--- src/rtl/hrx_pkg.sv ---
// Package: shared entry type and status bit positions for the HDLC
// receive buffer. Assumes 8-bit payload bytes.
package hrx_pkg;
    localparam int BYTE_W = 8;

    // One FIFO entry: payload byte plus three boundary/validity tags.
    typedef struct packed {
        logic              open_t;
        logic              close_t;
        logic              good_t;
        logic [BYTE_W-1:0] data;
    } hrx_entry_t;

    localparam int ENTRY_W = $bits(hrx_entry_t);

    // Status register bit positions.
    localparam int ST_ABT   = 7;
    localparam int ST_CRCE  = 6;
    localparam int ST_OVR   = 5;
    localparam int ST_VM    = 4;
    localparam int ST_EMPTY = 3;
    localparam int ST_GOOD  = 2;
    localparam int ST_CLOSE = 1;
    localparam int ST_OPEN  = 0;
endpackage

--- src/rtl/hrx_fifo.sv ---
// Module: hrx_fifo
// Synchronous FIFO of DEPTH entries, WIDTH bits wide, head shown without
// latency. Assumes the writer never writes when full unless it pops in
// the same cycle, and the reader never pops when empty.
module hrx_fifo #(
    parameter int DEPTH = 16,
    parameter int WIDTH = 11
) (
    input  logic             clk,
    input  logic             rst_n,
    input  logic             wr_en,
    input  logic [WIDTH-1:0] wr_data,
    input  logic             rd_en,
    output logic [WIDTH-1:0] head,
    output logic             empty,
    output logic             full
);
    localparam int PTR_W = (DEPTH > 1) ? $clog2(DEPTH) : 1;
    localparam int CNT_W = $clog2(DEPTH + 1);

    logic [WIDTH-1:0] mem [DEPTH];
    logic [PTR_W-1:0] wr_ptr, rd_ptr;
    logic [CNT_W-1:0] count;

    assign empty = (count == '0);
    assign full  = (count == CNT_W'(DEPTH));
    assign head  = mem[rd_ptr];

    // Storage write; contents need no reset since the head is masked when empty.
    always_ff @(posedge clk) begin
        if (wr_en) mem[wr_ptr] <= wr_data;
    end

    // Pointer and occupancy tracking with wrap at DEPTH.
    always_ff @(posedge clk) begin
        if (!rst_n) begin
            wr_ptr <= '0;
            rd_ptr <= '0;
            count  <= '0;
        end else begin
            if (wr_en) wr_ptr <= (wr_ptr == PTR_W'(DEPTH - 1)) ? '0 : wr_ptr + 1'b1;
            if (rd_en) rd_ptr <= (rd_ptr == PTR_W'(DEPTH - 1)) ? '0 : rd_ptr + 1'b1;
            case ({wr_en, rd_en})
                2'b10:   count <= count + 1'b1;
                2'b01:   count <= count - 1'b1;
                default: count <= count;
            endcase
        end
    end


    no_overflow_chk: assert property (@(posedge clk) disable iff (!rst_n)
        wr_en |-> (!full || rd_en));

    no_underflow_chk: assert property (@(posedge clk) disable iff (!rst_n)
        rd_en |-> !empty);

    pop_count_chk: assert property (@(posedge clk) disable iff (!rst_n)
        (rd_en && !wr_en) |=> (count == $past(count) - 1'b1));
endmodule

--- src/rtl/hrx_tagger.sv ---
// Module: hrx_tagger
// Decides whether each incoming byte is stored and builds its tags. It
// tracks whether the message in progress has been spoiled by an abort or
// a dropped byte, and raises one-cycle event pulses for the status flags.
// Assumes in_crc_ok is only meaningful together with in_eom.
module hrx_tagger
    import hrx_pkg::*;
(
    input  logic              clk,
    input  logic              rst_n,
    input  logic              in_vld,
    input  logic [BYTE_W-1:0] in_byte,
    input  logic              in_som,
    input  logic              in_eom,
    input  logic              in_crc_ok,
    input  logic              in_abort,
    input  logic              fifo_full,
    input  logic              pop,
    output logic              wr_en,
    output hrx_entry_t        wr_entry,
    output logic              evt_abt,
    output logic              evt_crce,
    output logic              evt_ovr,
    output logic              evt_vm
);
    logic msg_bad;
    logic room, drop, bad_now;

    // Space exists if not full or the head leaves in this same cycle.
    always_comb begin
        room    = !fifo_full || pop;
        drop    = in_vld && !room;
        wr_en   = in_vld && room;
        bad_now = (msg_bad && !in_som) || in_abort;
    end

    // Entry assembly for the byte being written.
    always_comb begin
        wr_entry.data    = in_byte;
        wr_entry.open_t  = in_som;
        wr_entry.close_t = in_eom;
        wr_entry.good_t  = in_eom && in_crc_ok && !bad_now;
    end

    // Event pulses towards the sticky flags.
    always_comb begin
        evt_abt  = in_abort;
        evt_ovr  = drop;
        evt_vm   = in_vld && in_eom;
        evt_crce = in_vld && in_eom && !in_crc_ok;
    end

    // Message-spoiled tracking: set by abort or drop, cleared at a boundary.
    always_ff @(posedge clk) begin
        if (!rst_n) begin
            msg_bad <= 1'b0;
        end else if (in_abort) begin
            msg_bad <= 1'b1;
        end else if (drop && !in_eom) begin
            msg_bad <= 1'b1;
        end else if (in_vld && (in_eom || in_som)) begin
            msg_bad <= 1'b0;
        end
    end


    good_needs_close_chk: assert property (@(posedge clk) disable iff (!rst_n)
        (wr_en && wr_entry.good_t) |-> (wr_entry.close_t && !in_abort));

    abort_spoils_chk: assert property (@(posedge clk) disable iff (!rst_n)
        (in_abort && !(in_vld && in_som)) |=> msg_bad);
endmodule

--- src/rtl/hrx_regs.sv ---
// Module: hrx_regs
// Processor-side register file. Holds the four sticky event flags,
// assembles the status byte from them and the FIFO head, muxes the read
// data and turns a data-register read into a FIFO pop.
// Assumes rd_stb is high for one cycle per intended read side effect.
module hrx_regs
    import hrx_pkg::*;
(
    input  logic              clk,
    input  logic              rst_n,
    input  logic              rd_stb,
    input  logic              rd_sel,
    input  hrx_entry_t        head,
    input  logic              empty,
    input  logic              evt_abt,
    input  logic              evt_crce,
    input  logic              evt_ovr,
    input  logic              evt_vm,
    output logic              pop,
    output logic [BYTE_W-1:0] rd_data
);
    logic abt_q, crce_q, ovr_q, vm_q;
    logic clr;
    logic [7:0] status;

    // Read side effects: a status read clears, a data read pops when not empty.
    always_comb begin
        clr = rd_stb && !rd_sel;
        pop = rd_stb && rd_sel && !empty;
    end

    // Status byte assembly; head tags masked while empty.
    always_comb begin
        status           = '0;
        status[ST_ABT]   = abt_q;
        status[ST_CRCE]  = crce_q;
        status[ST_OVR]   = ovr_q;
        status[ST_VM]    = vm_q;
        status[ST_EMPTY] = empty;
        status[ST_GOOD]  = !empty && head.good_t;
        status[ST_CLOSE] = !empty && head.close_t;
        status[ST_OPEN]  = !empty && head.open_t;
    end

    // Read data mux.
    always_comb begin
        if (rd_sel) rd_data = empty ? '0 : head.data;
        else        rd_data = status;
    end

    // Sticky flags: event sets, clear-on-read clears, event wins a tie.
    always_ff @(posedge clk) begin
        if (!rst_n) begin
            abt_q  <= 1'b0;
            crce_q <= 1'b0;
            ovr_q  <= 1'b0;
            vm_q   <= 1'b0;
        end else begin
            abt_q  <= evt_abt  || (abt_q  && !clr);
            crce_q <= evt_crce || (crce_q && !clr);
            ovr_q  <= evt_ovr  || (ovr_q  && !clr);
            vm_q   <= evt_vm   || (vm_q   && !clr);
        end
    end


    sticky_hold_chk: assert property (@(posedge clk) disable iff (!rst_n)
        (abt_q && !clr) |=> abt_q);

    event_wins_chk: assert property (@(posedge clk) disable iff (!rst_n)
        (evt_ovr && clr) |=> ovr_q);

    crce_set_chk: assert property (@(posedge clk) disable iff (!rst_n)
        evt_crce |=> crce_q);
endmodule

--- src/rtl/hdlc_rx_fifo_stat.sv ---
// Module: hdlc_rx_fifo_stat (top)
// HDLC receive byte buffer with a status register and a data register.
// Assumes the upstream deframer has already removed flags and stuffed zero
// bits and has checked the CRC; abort arrives as a one-cycle pulse.
module hdlc_rx_fifo_stat
    import hrx_pkg::*;
#(
    parameter int DEPTH = 16
) (
    input  logic        clk,
    input  logic        rst_n,
    input  logic        in_vld,
    input  logic [7:0]  in_byte,
    input  logic        in_som,
    input  logic        in_eom,
    input  logic        in_crc_ok,
    input  logic        in_abort,
    input  logic        rd_stb,
    input  logic        rd_sel,
    output logic [7:0]  rd_data
);
    logic       wr_en, pop, empty, full;
    hrx_entry_t wr_entry, head;
    logic       evt_abt, evt_crce, evt_ovr, evt_vm;
    logic [ENTRY_W-1:0] head_bits;

    assign head = hrx_entry_t'(head_bits);

    hrx_tagger u_tagger (
        .clk       (clk),
        .rst_n     (rst_n),
        .in_vld    (in_vld),
        .in_byte   (in_byte),
        .in_som    (in_som),
        .in_eom    (in_eom),
        .in_crc_ok (in_crc_ok),
        .in_abort  (in_abort),
        .fifo_full (full),
        .pop       (pop),
        .wr_en     (wr_en),
        .wr_entry  (wr_entry),
        .evt_abt   (evt_abt),
        .evt_crce  (evt_crce),
        .evt_ovr   (evt_ovr),
        .evt_vm    (evt_vm)
    );

    hrx_fifo #(.DEPTH(DEPTH), .WIDTH(ENTRY_W)) u_fifo (
        .clk     (clk),
        .rst_n   (rst_n),
        .wr_en   (wr_en),
        .wr_data (wr_entry),
        .rd_en   (pop),
        .head    (head_bits),
        .empty   (empty),
        .full    (full)
    );

    hrx_regs u_regs (
        .clk      (clk),
        .rst_n    (rst_n),
        .rd_stb   (rd_stb),
        .rd_sel   (rd_sel),
        .head     (head),
        .empty    (empty),
        .evt_abt  (evt_abt),
        .evt_crce (evt_crce),
        .evt_ovr  (evt_ovr),
        .evt_vm   (evt_vm),
        .pop      (pop),
        .rd_data  (rd_data)
    );


    empty_reset_chk: assert property (@(posedge clk)
        $past(!rst_n) |-> (rd_sel || rd_data[ST_EMPTY]));
endmodule

--- config.mk ---
export PLATFORM = sky130hd
export DESIGN_NAME = hdlc_rx_fifo_stat
export DESIGN_NICKNAME = d
export VERILOG_FILES = /design/src/rtl/hrx_pkg.sv /design/src/rtl/hrx_fifo.sv /design/src/rtl/hrx_tagger.sv /design/src/rtl/hrx_regs.sv /design/src/rtl/hdlc_rx_fifo_stat.sv
export SDC_FILE = /design/constraint.sdc
export NUM_CORES = 1
export LEC_CHECK = 0
export ABC_AREA = 1
export BUFFER_PORTS_ARGS = -buffer_cell sky130_fd_sc_hd__buf_2
export CAP_MARGIN = 10
export CORE_MARGIN = 3
export CORE_UTILIZATION = 65
export DETAILED_ROUTE_END_ITERATION = 7
export MAX_ROUTING_LAYER = met4
export PLACE_DENSITY = 0.83
export SYNTH_ARGS = -nofsm -noshare
export SYNTH_HDL_FRONTEND = slang
export SYNTH_SLANG_ARGS = --single-unit
--- constraint.sdc ---
create_clock -name clk -period 5.08 [get_ports clk]
set_input_delay 1.27 -clock clk [delete_from_list [all_inputs] [get_ports clk]]
set_output_delay 1.27 -clock clk [all_outputs]
set_load 0.02 [all_outputs]
### After elaboration in Yosys (flattened, before gate mapping)

Memories as Yosys holds them, arrays and structs flattened. A register that Yosys moved wholly into a read port is not among the register bits.
Cells that the tools add are included.

| cells by class | value |
|---|---|
| add/subtract/negate cells | 4 |
| equality and inequality tests | 5 |
| muxes and demuxes | 12 |
| reductions and logical operators | 38 |

Operators by type and width:

| cell | number |
|---|---|
| $logic_and 1x1->1 | 19 |
| $mux 4 | 4 |
| $mux 8 | 2 |
| $pmux 5 s2 | 1 |
| $logic_not 1->1 | 9 |
| $add 4x1->4 const B | 2 |
| $eq 4x4->1 const B | 2 |
| $logic_or 1x1->1 | 7 |
| $add 5x1->5 const B | 1 |
| $eq 5x5->1 const B | 1 |
| $logic_not 5->1 | 1 |
| $mux 1 | 5 |
| $sub 5x1->5 const B | 1 |
| $reduce_bool 3->1 | 1 |
| $eq 2x1->1 const B | 1 |
| $eq 2x2->1 const B | 1 |
| $reduce_bool 2->1 | 1 |

| word-level totals | value |
|---|---|
| register bits | 18 |
| RAM bits | 176 |
| bits of input ports | 17 |
| output and inout port bits | 8 |
| logic and storage cells | 68 |
| memories kept | 1 |

Memory list:

| name | depth | width | rd ports | clocked after memory_dff | write ports | RTL line | text |
|---|---|---|---|---|---|---|---|
| u_fifo.mem | 16 | 11 | 1 | 1 | 1 | hrx_fifo.sv:21 | `logic [WIDTH-1:0] mem [DEPTH];` |

### Longest topological paths before layout

Gate-level depths: netlist (run 1).

| logic depth | value |
|---|---|
| depth in word-level cells | 9 |
| gate-level depth with buffers | 17 |
| mapped depth without buffers | 17 |

### By module

From an unflattened synthesis (run 1), not the netlist that was laid out.

| unflattened totals | value |
|---|---|
| cells, all modules | 766 |
| area total of the unflattened synthesis | 8541.9 um2 |

Modules (own cells, without submodules):

| module | times used | cells each | area an instance (um2) | seq. area each (um2) |
|---|---|---|---|---|
| hrx_fifo | 1 | 690 | 8102.8 | 5625.4 |
| hrx_regs | 1 | 46 | 260.2 | 80.1 |
| hrx_tagger | 1 | 30 | 178.9 | 20.0 |

### Least setup slack after synthesis (run 1)

Ideal clock, no wire load.

| timing path | value |
|---|---|
| kind | in2out |
| from | in rd_sel |
| to | out rd_data[0] |
| arrival time | 1.767 ns |
| required time | 3.810 ns |
| slack | 2.043 ns |
| stages | 5 |
| path buffers | 1 |
| cells stage by stage | nand2_1 inv_1 buf_2 nand2_1 nand2_1 |

| on the way | value |
|---|---|
| word-level cells in the longest chain between the ends | 1 |

RTL lines:

| item | RTL line | text |
|---|---|---|
| start, declared | hdlc_rx_fifo_stat.sv:19 | `input logic rd_sel,` |
| $mux 8 | hrx_regs.sv:47 | `if (rd_sel) rd_data = empty ? '0 : head.data;` |
| end, declared | hdlc_rx_fifo_stat.sv:20 | `output logic [7:0] rd_data` |

Every way passes these cells.

==> results of run 1 <==
## report_power, final
group / total (mW) / switching (mW) / internal (mW)
Clock: 1.35 / 0.551 / 0.796
Combinational: 0.458 / 0.330 / 0.129
Sequential: 1.82 / 0.0185 / 1.81
Total: 3.63 / 0.899 / 2.73
## logic make-up (layout without fill, tap and decap cells)
kind of cell | Yosys count | count (layout) | share of synthesized area, %
compound gates | 36 | 36 | 2.25
xor+xnor | 5 | 5 | 0.518
fa+ha+maj | 9 | 9 | 1.33
buf+inv | 94 | 121 | 5.06
flops | 198 | 198 | 67.7
simple gates | 475 | 475 | 23.1
## cells in the mapped netlist (all sizes together)
| library cell | number | area [µm²] |
|---|---|---|
| edfxtp | 176 | 5290 |
| xor2 | 5 | 43.8 |
| o21ai | 16 | 80.1 |
| nor2 | 43 | 161 |
| nand3 | 125 | 626 |
| clkbuf | 9 | 33.8 |
| o211ai | 2 | 15.0 |
| dfxtp | 22 | 440 |
| buf | 29 | 184 |
| inv | 56 | 210 |
| a21boi | 1 | 7.51 |
| nand4 | 3 | 18.8 |
| nand2 | 299 | 1120 |
| ha | 9 | 113 |
| o21bai | 1 | 7.51 |
| nor4 | 1 | 6.26 |
| nor3 | 4 | 20.0 |
| a21oi | 16 | 80.1 |
## routing by layer
layer / track usage (%) / vias to the layer above
li1: - / 2758
met1: 33.4 / 2825
met2: 45.1 / 310
met3: 5.28 / 50
met4: 11.8 / 0
met5: - / -
## registers in the layout, indices dropped and copies added, names as in the netlist, 4 cells and up, named ones only
name / flops
u_fifo.rd_ptr: 4
u_fifo.mem: 176
u_fifo.wr_ptr: 4
u_fifo.count: 5
## stage by stage
step / hold slack [ps] / util [%] / cells / instance area, µm²
after CTS: 475 / 73.0 / 1016 / 9250
after floorplan: 441 / - / 817 / 8450
after detailed placement: 465 / 68.3 / 984 / 8660
after global routing: 484 / 73.0 / 1016 / 9250
after global placement: 452 / 68.3 / 984 / 8660
final: 474 / 73.0 / 1016 / 9250
## worst max-delay path, cell delays in order, from the launching register on
cell     delay (ps)
dfxtp_2         340
buf_4           690
nor2_1          130
nor2_1          120
o21ai_0         120
nand3_1         110
nand3_1         130
nand2_1         150
nand2_1          80
nand2_1          80
buf_2           160
## cell usage in the layout (no fill, tap or decap), drive strengths merged, types with 4 or more instances in the layout
master and count:
a21oi 16, dfxtp 22, inv 56, o21ai 16, nor3 4, nand3 125, buf 33, ha 9
xor2 5, clkbuf 22, nand2 299, clkinv 5, nor2 43, edfxtp 176
## area by class of cell
type                            count  area share [%]
Timing Repair Buffer               33            2.03
Tap cell                          172            2.33
Multi-Input combinational cell    525            25.0
Clock buffer                       22            5.02
Clock inverter                     10            1.41
Inverter                           56            2.27
Sequential cell                   198            61.9
## worst paths after layout
check / startpoint / endpoint / cells after the start / slack, ps
max: register / rd_data[7] / 10 / 1210
min: u_regs.vm_q$_SDFF_PN0_ / u_regs.vm_q$_SDFF_PN0_ / 2 / 470
max reg2reg: u_fifo.count[4]$_SDFFE_PN0P_ / u_fifo.count[4]$_SDFFE_PN0P_ / 17 / 2310
min reg2reg: u_regs.vm_q$_SDFF_PN0_ / u_regs.vm_q$_SDFF_PN0_ / 2 / 470
==> flow_summary_export.csv, run 1 <==
group,metric,value,unit
finish,area_growth,9.43,%
power_and_ir_drop,total_leakage_power,3.67,nW
setup_path,critical_path_class,"register to primary output",
die,core-area,12700,µm²
finish,multi_input_area,2320,µm²
clocking,post_cts_buffers,0,
grt,grt_pass1_vias,5881,
timing,layout_setup_ws,1210,ps
timing,relSlewSlack,22.9,%
timing,final-setup-viol-count,0,
drt,drtPass1Iterations,5,
clocking,path_clk_slew,60,ps
die,rows,41,
clocking,cts_buffer_depth,2,
drt,wl_met1,7070,µm
setup_path,cp.required,3810,ps
finish,diodes,0,
drt,dr_total_vias,5943,
timing,rsz0062_at_grt,"no",
drt,highest_layer,"met4",
clocking,cts_tree,"yes",
drt,drtIter0Drc,737,
drt,routedWlPerCell,17.9,µm
die,initial_core_util,66.7,%
placement,place_hpwl,11300,µm
power_and_ir_drop,powerDensity,392,nW/µm²
yosys,yosysWarnings,0,
setup_path,critical_path.endpoint_type,"primary output",
outcome,status,"completed",
yosys,synth_nets,843,
timing,fin_worst_skew,6.20,ps
power_and_ir_drop,vdd_ir_drop_max,0.241,mV
timing,clock.fmax,258,MHz
placement,dp_slack,1590,ps
run,maxCapViolations,0,
yosys,synth_area,8450,µm²
timing,hold_violations,0,
timing,drv_slew,0,
yosys,avgSynthCellArea,10.3,µm²
yosys,yosys.cell_types.count,23,
power_and_ir_drop,total_power,3.63,mW
clocking,clock-sinks,198,
worst_hold_path,holdCritPathClass,"register to register",
timing,period_needed,3870,ps
clocking,post_cts_resized,0,
finish,drive_above_1_share,8.06,%
grt,grt_max_degree,91,
die,die_area,14400,µm²
setup_path,critPathLaunchType,"register",
yosys,synth_cells,817,
clocking,clockRootBuffer,"clkbuf_16",
drt,drtAntennaViolNets,0,
grt,globalRouteTotalUtil,27.4,%
placement,port_buffers,24,
clocking,htreeDepth,4,
yosys,synth-seq-cells,198,
timing,finalCritPeriodShare,76.2,%
timing,tns,0,ps
finish,layout.nets,857,
setup_path,worstPathArrival,2600,ps
clocking,insertion_delay,430,ps
yosys,ys_seq_area_share,67.7,%
die,die_x,120,µm
drt,wl_met3,1420,µm
die,floorplan.die.height,120,µm
finish,ff_latch_area,5730,µm²
drt,drt_wl_total,18100,µm
drt,drt-vias-per-instance,5.85,
clocking,cts-buffers-inserted,17,
clocking,ctsHoldBuffers,0,
placement,gp_congestion,0.868,
finish,fill_cells,825,
timing,worstMarginPinSlew,1150,ps
setup_path,path_max_fanout,90,
grt,antenna_found_initial,0,
drt,wl_met2,9130,µm
grt,grt_pass1_wl,28900,µm
die,io_pins,25,
grt,grt_overflow_total,0,
drt,remaining_drc_errors,0,
Power figures use the tool's default switching activity.
==> run 2, diff against run 1 <==
--- a/config.mk
+++ b/config.mk
@@ -5,14 +5,14 @@
 export SDC_FILE = /design/constraint.sdc
 export NUM_CORES = 1
 export LEC_CHECK = 0
-export ABC_AREA = 1
+export ABC_AREA = 0
 export BUFFER_PORTS_ARGS = -buffer_cell sky130_fd_sc_hd__buf_2
 export CAP_MARGIN = 10
 export CORE_MARGIN = 3
-export CORE_UTILIZATION = 65
+export CORE_UTILIZATION = 56
 export DETAILED_ROUTE_END_ITERATION = 7
 export MAX_ROUTING_LAYER = met4
-export PLACE_DENSITY = 0.83
+export PLACE_DENSITY = 0.76
 export SYNTH_ARGS = -nofsm -noshare
 export SYNTH_HDL_FRONTEND = slang
 export SYNTH_SLANG_ARGS = --single-unit
==> constraint.sdc (replaced) <==
create_clock -name clk -period 3.2 [get_ports clk]
set_input_delay 0.8 -clock clk [delete_from_list [all_inputs] [get_ports clk]]
set_output_delay 0.8 -clock clk [all_outputs]
set_load 0.02 [all_outputs]
==> flow_summary_export.csv, run 2 <==
group,metric,value,unit
timing,period_needed,3180,ps
drt,drtIter0Drc,372,
timing,rsz0062_at_grt,"yes",
timing,final-setup-viol-count,0,
grt,met2_usage,32.5,%
yosys,ys_dominant_reg_cell,"edfxtp_1",
yosys,yosys.cell_types.count,55,
run,maxCapViolations,0,
clocking,cts_buffer_depth,2,
grt,grt_max_degree,31,
finish,regMostFlops,"u_fifo.mem",
timing,clock.fmax,314,MHz
grt,grt_overflow_total,0,
finish,drive_above_1_share,26.3,%
finish,area_growth,13.6,%
clocking,htreeDepth,4,
yosys,synth_top_cell_area_share,65.5,%
yosys,synth_nets,481,
timing,tns,0,ps
drt,routedWlPerCell,22.8,µm
grt,antenna_found_initial,0,
finish,diodes,0,
die,die_area,15900,µm²
timing,hold_violations,0,
yosys,avgSynthCellArea,17.7,µm²
drt,drtPass1Iterations,4,
placement,place_hpwl,9990,µm
power_and_ir_drop,vdd_ir_drop_max,0.458,mV
yosys,yosysWarnings,0,
yosys,synth_edf_count,176,
outcome,status,"completed",
placement,port_buffers,24,
yosys,synth_top_cell_by_area,"edfxtp_1",
die,rows,43,
timing,finalCritPeriodShare,99.5,%
die,initial_core_util,57.6,%
grt,grt_pass1_vias,4333,
drt,drtAntennaViolNets,0,
setup_path,critPathLaunchType,"register",
yosys,netlist_top_cells_count,"edfxtp_1, mux4_2, dfxtp_1",
clocking,clockRootBuffer,"clkbuf_16",
finish,fin_util,65.5,%
setup_path,path_max_fanout,7,
die,core-area,14000,µm²
yosys,synthTopCellsByArea,"edfxtp_1, mux4_2, dfxtp_1",
clocking,clock-sinks,198,
setup_path,worstPathArrival,2380,ps
finish,top_regs,"u_fifo.mem (176), u_fifo.count (5)",
yosys,synth_area,8060,µm²
clocking,insertion_delay,420,ps
timing,worstMarginPinSlew,722,ps
yosys,synth-seq-cells,198,
finish,largest_reg_flops,176,
grt,top_usage_layer,"met2",
power_and_ir_drop,total_leakage_power,3.07,nW
drt,drt_wl_total,15800,µm
yosys,ys_seq_area_share,71.0,%
drt,drt-vias-per-instance,6.14,
drt,dr_total_vias,4257,
die,io_pins,25,
grt,met3_usage,5.17,%
drt,remaining_drc_errors,0,
grt,globalRouteTotalUtil,21.5,%
timing,drv_slew,0,
setup_path,critical_path_class,"register to primary output",
clocking,path_clk_slew,70,ps
grt,use_met1,29.7,%
finish,layout_commonest_cell,"edfxtp_1",
yosys,synth_cells,455,
setup_path,critical_path.endpoint_type,"primary output",
clocking,cts-buffers-inserted,17,
setup_path,cp.required,2400,ps
die,floorplan.die.height,126,µm
yosys,synth_most_common_cell,"edfxtp_1",
placement,place_inst,656,
finish,final_cell_mix,"edfxtp_1, mux4_2, buf_2, buf_4, clkbuf_16",
grt,grt_pass1_wl,24700,µm
clocking,cts_tree,"yes",
finish,layout.nets,526,
placement,gp_congestion,0.877,
timing,fin_worst_skew,9.83,ps
worst_hold_path,holdCritPathClass,"register to register",
yosys,async_reset_ff_share,0,%
die,die_x,126,µm
finish,fin_cells,693,
power_and_ir_drop,powerDensity,646,nW/µm²
timing,relSlewSlack,51.9,%
## run 2: path summary, 6_finish.rpt
| kind | slack [ps] | to | cells past startpoint | startpoint |
|---|---|---|---|---|
| setup / recovery | 20 | rd_data[2] | 6 | register |
| hold / removal | 480 | u_regs.vm_q$_SDFF_PN0_ | 2 | u_regs.vm_q$_SDFF_PN0_ |
| setup reg to reg | 180 | u_fifo.count[4]$_SDFFE_PN0P_ | 10 | u_fifo.count[0]$_SDFFE_PN0P_ |
| hold reg to reg | 480 | u_regs.vm_q$_SDFF_PN0_ | 2 | u_regs.vm_q$_SDFF_PN0_ |
## run 2: timing repair
item,4_1_cts,5_1_grt
endpoints found under the setup margin,8,10
hold buffers,0,0
hold endpoints to repair,0,0
gates resized for setup,5,6
buffers inserted,6,0
pin swaps,0,3
## run 2: logic make-up (layout without fill, tap and decap cells)
logic type | count (synthesis) | count (layout) | share of synthesized area (%)
AO/OA/AOI/OAI | 57 | 57 | 4.75
adder cells (fa/ha/maj) | 9 | 9 | 1.40
AND/OR/NAND/NOR | 91 | 91 | 6.11
flip-flops | 198 | 198 | 71.0
XOR/XNOR | 4 | 4 | 0.434
buffers and inverters | 36 | 94 | 2.16
multiplexers | 60 | 60 | 14.1
## run 2: metrics by stage
step	cell area, µm²	power (mW)	hold slack (ps)	setup slack [ps]
after floorplan	8060	3.57	436	14.2
after global routing	9160	6.12	503	-65.7
after global placement	8480	3.83	454	267
after detailed placement	8480	3.86	467	104
after CTS	9140	5.91	488	-10.4
final	9160	5.91	483	15.9
## run 2: final cells by class
cell class              count  area [µm²]
clock buffers              27         557
clock inverters             5        32.5
fillers                   932        4830
inverters                  12        45.0
multi-input cells         221        2230
flip-flops and latches    198        5730
well taps                 180         225
repair buffers             50         343
## run 2: layer usage
metal	vias to the layer above	share of wire [%]
met2	159	48
met3	16	7.4
met1	2160	43
met5	-	0
li1	1922	-
met4	0	1.2
## run 2: power breakdown
part / leakage [nW] / switching, mW / total [mW] / internal [mW]
registers: 1.77 / 0.0739 / 2.96 / 2.89
clock network: 0.293 / 0.865 / 2.06 / 1.20
logic: 0.998 / 0.503 / 0.892 / 0.389
total: 3.07 / 1.44 / 5.91 / 4.47
## run 2: worst max-delay path, stage by stage, from the launching register on
cell	delay [ps]
dfxtp_4	420
buf_8	150
mux4_2	500
mux4_2	540
o22ai_2	110
nor3_1	70
buf_2	170
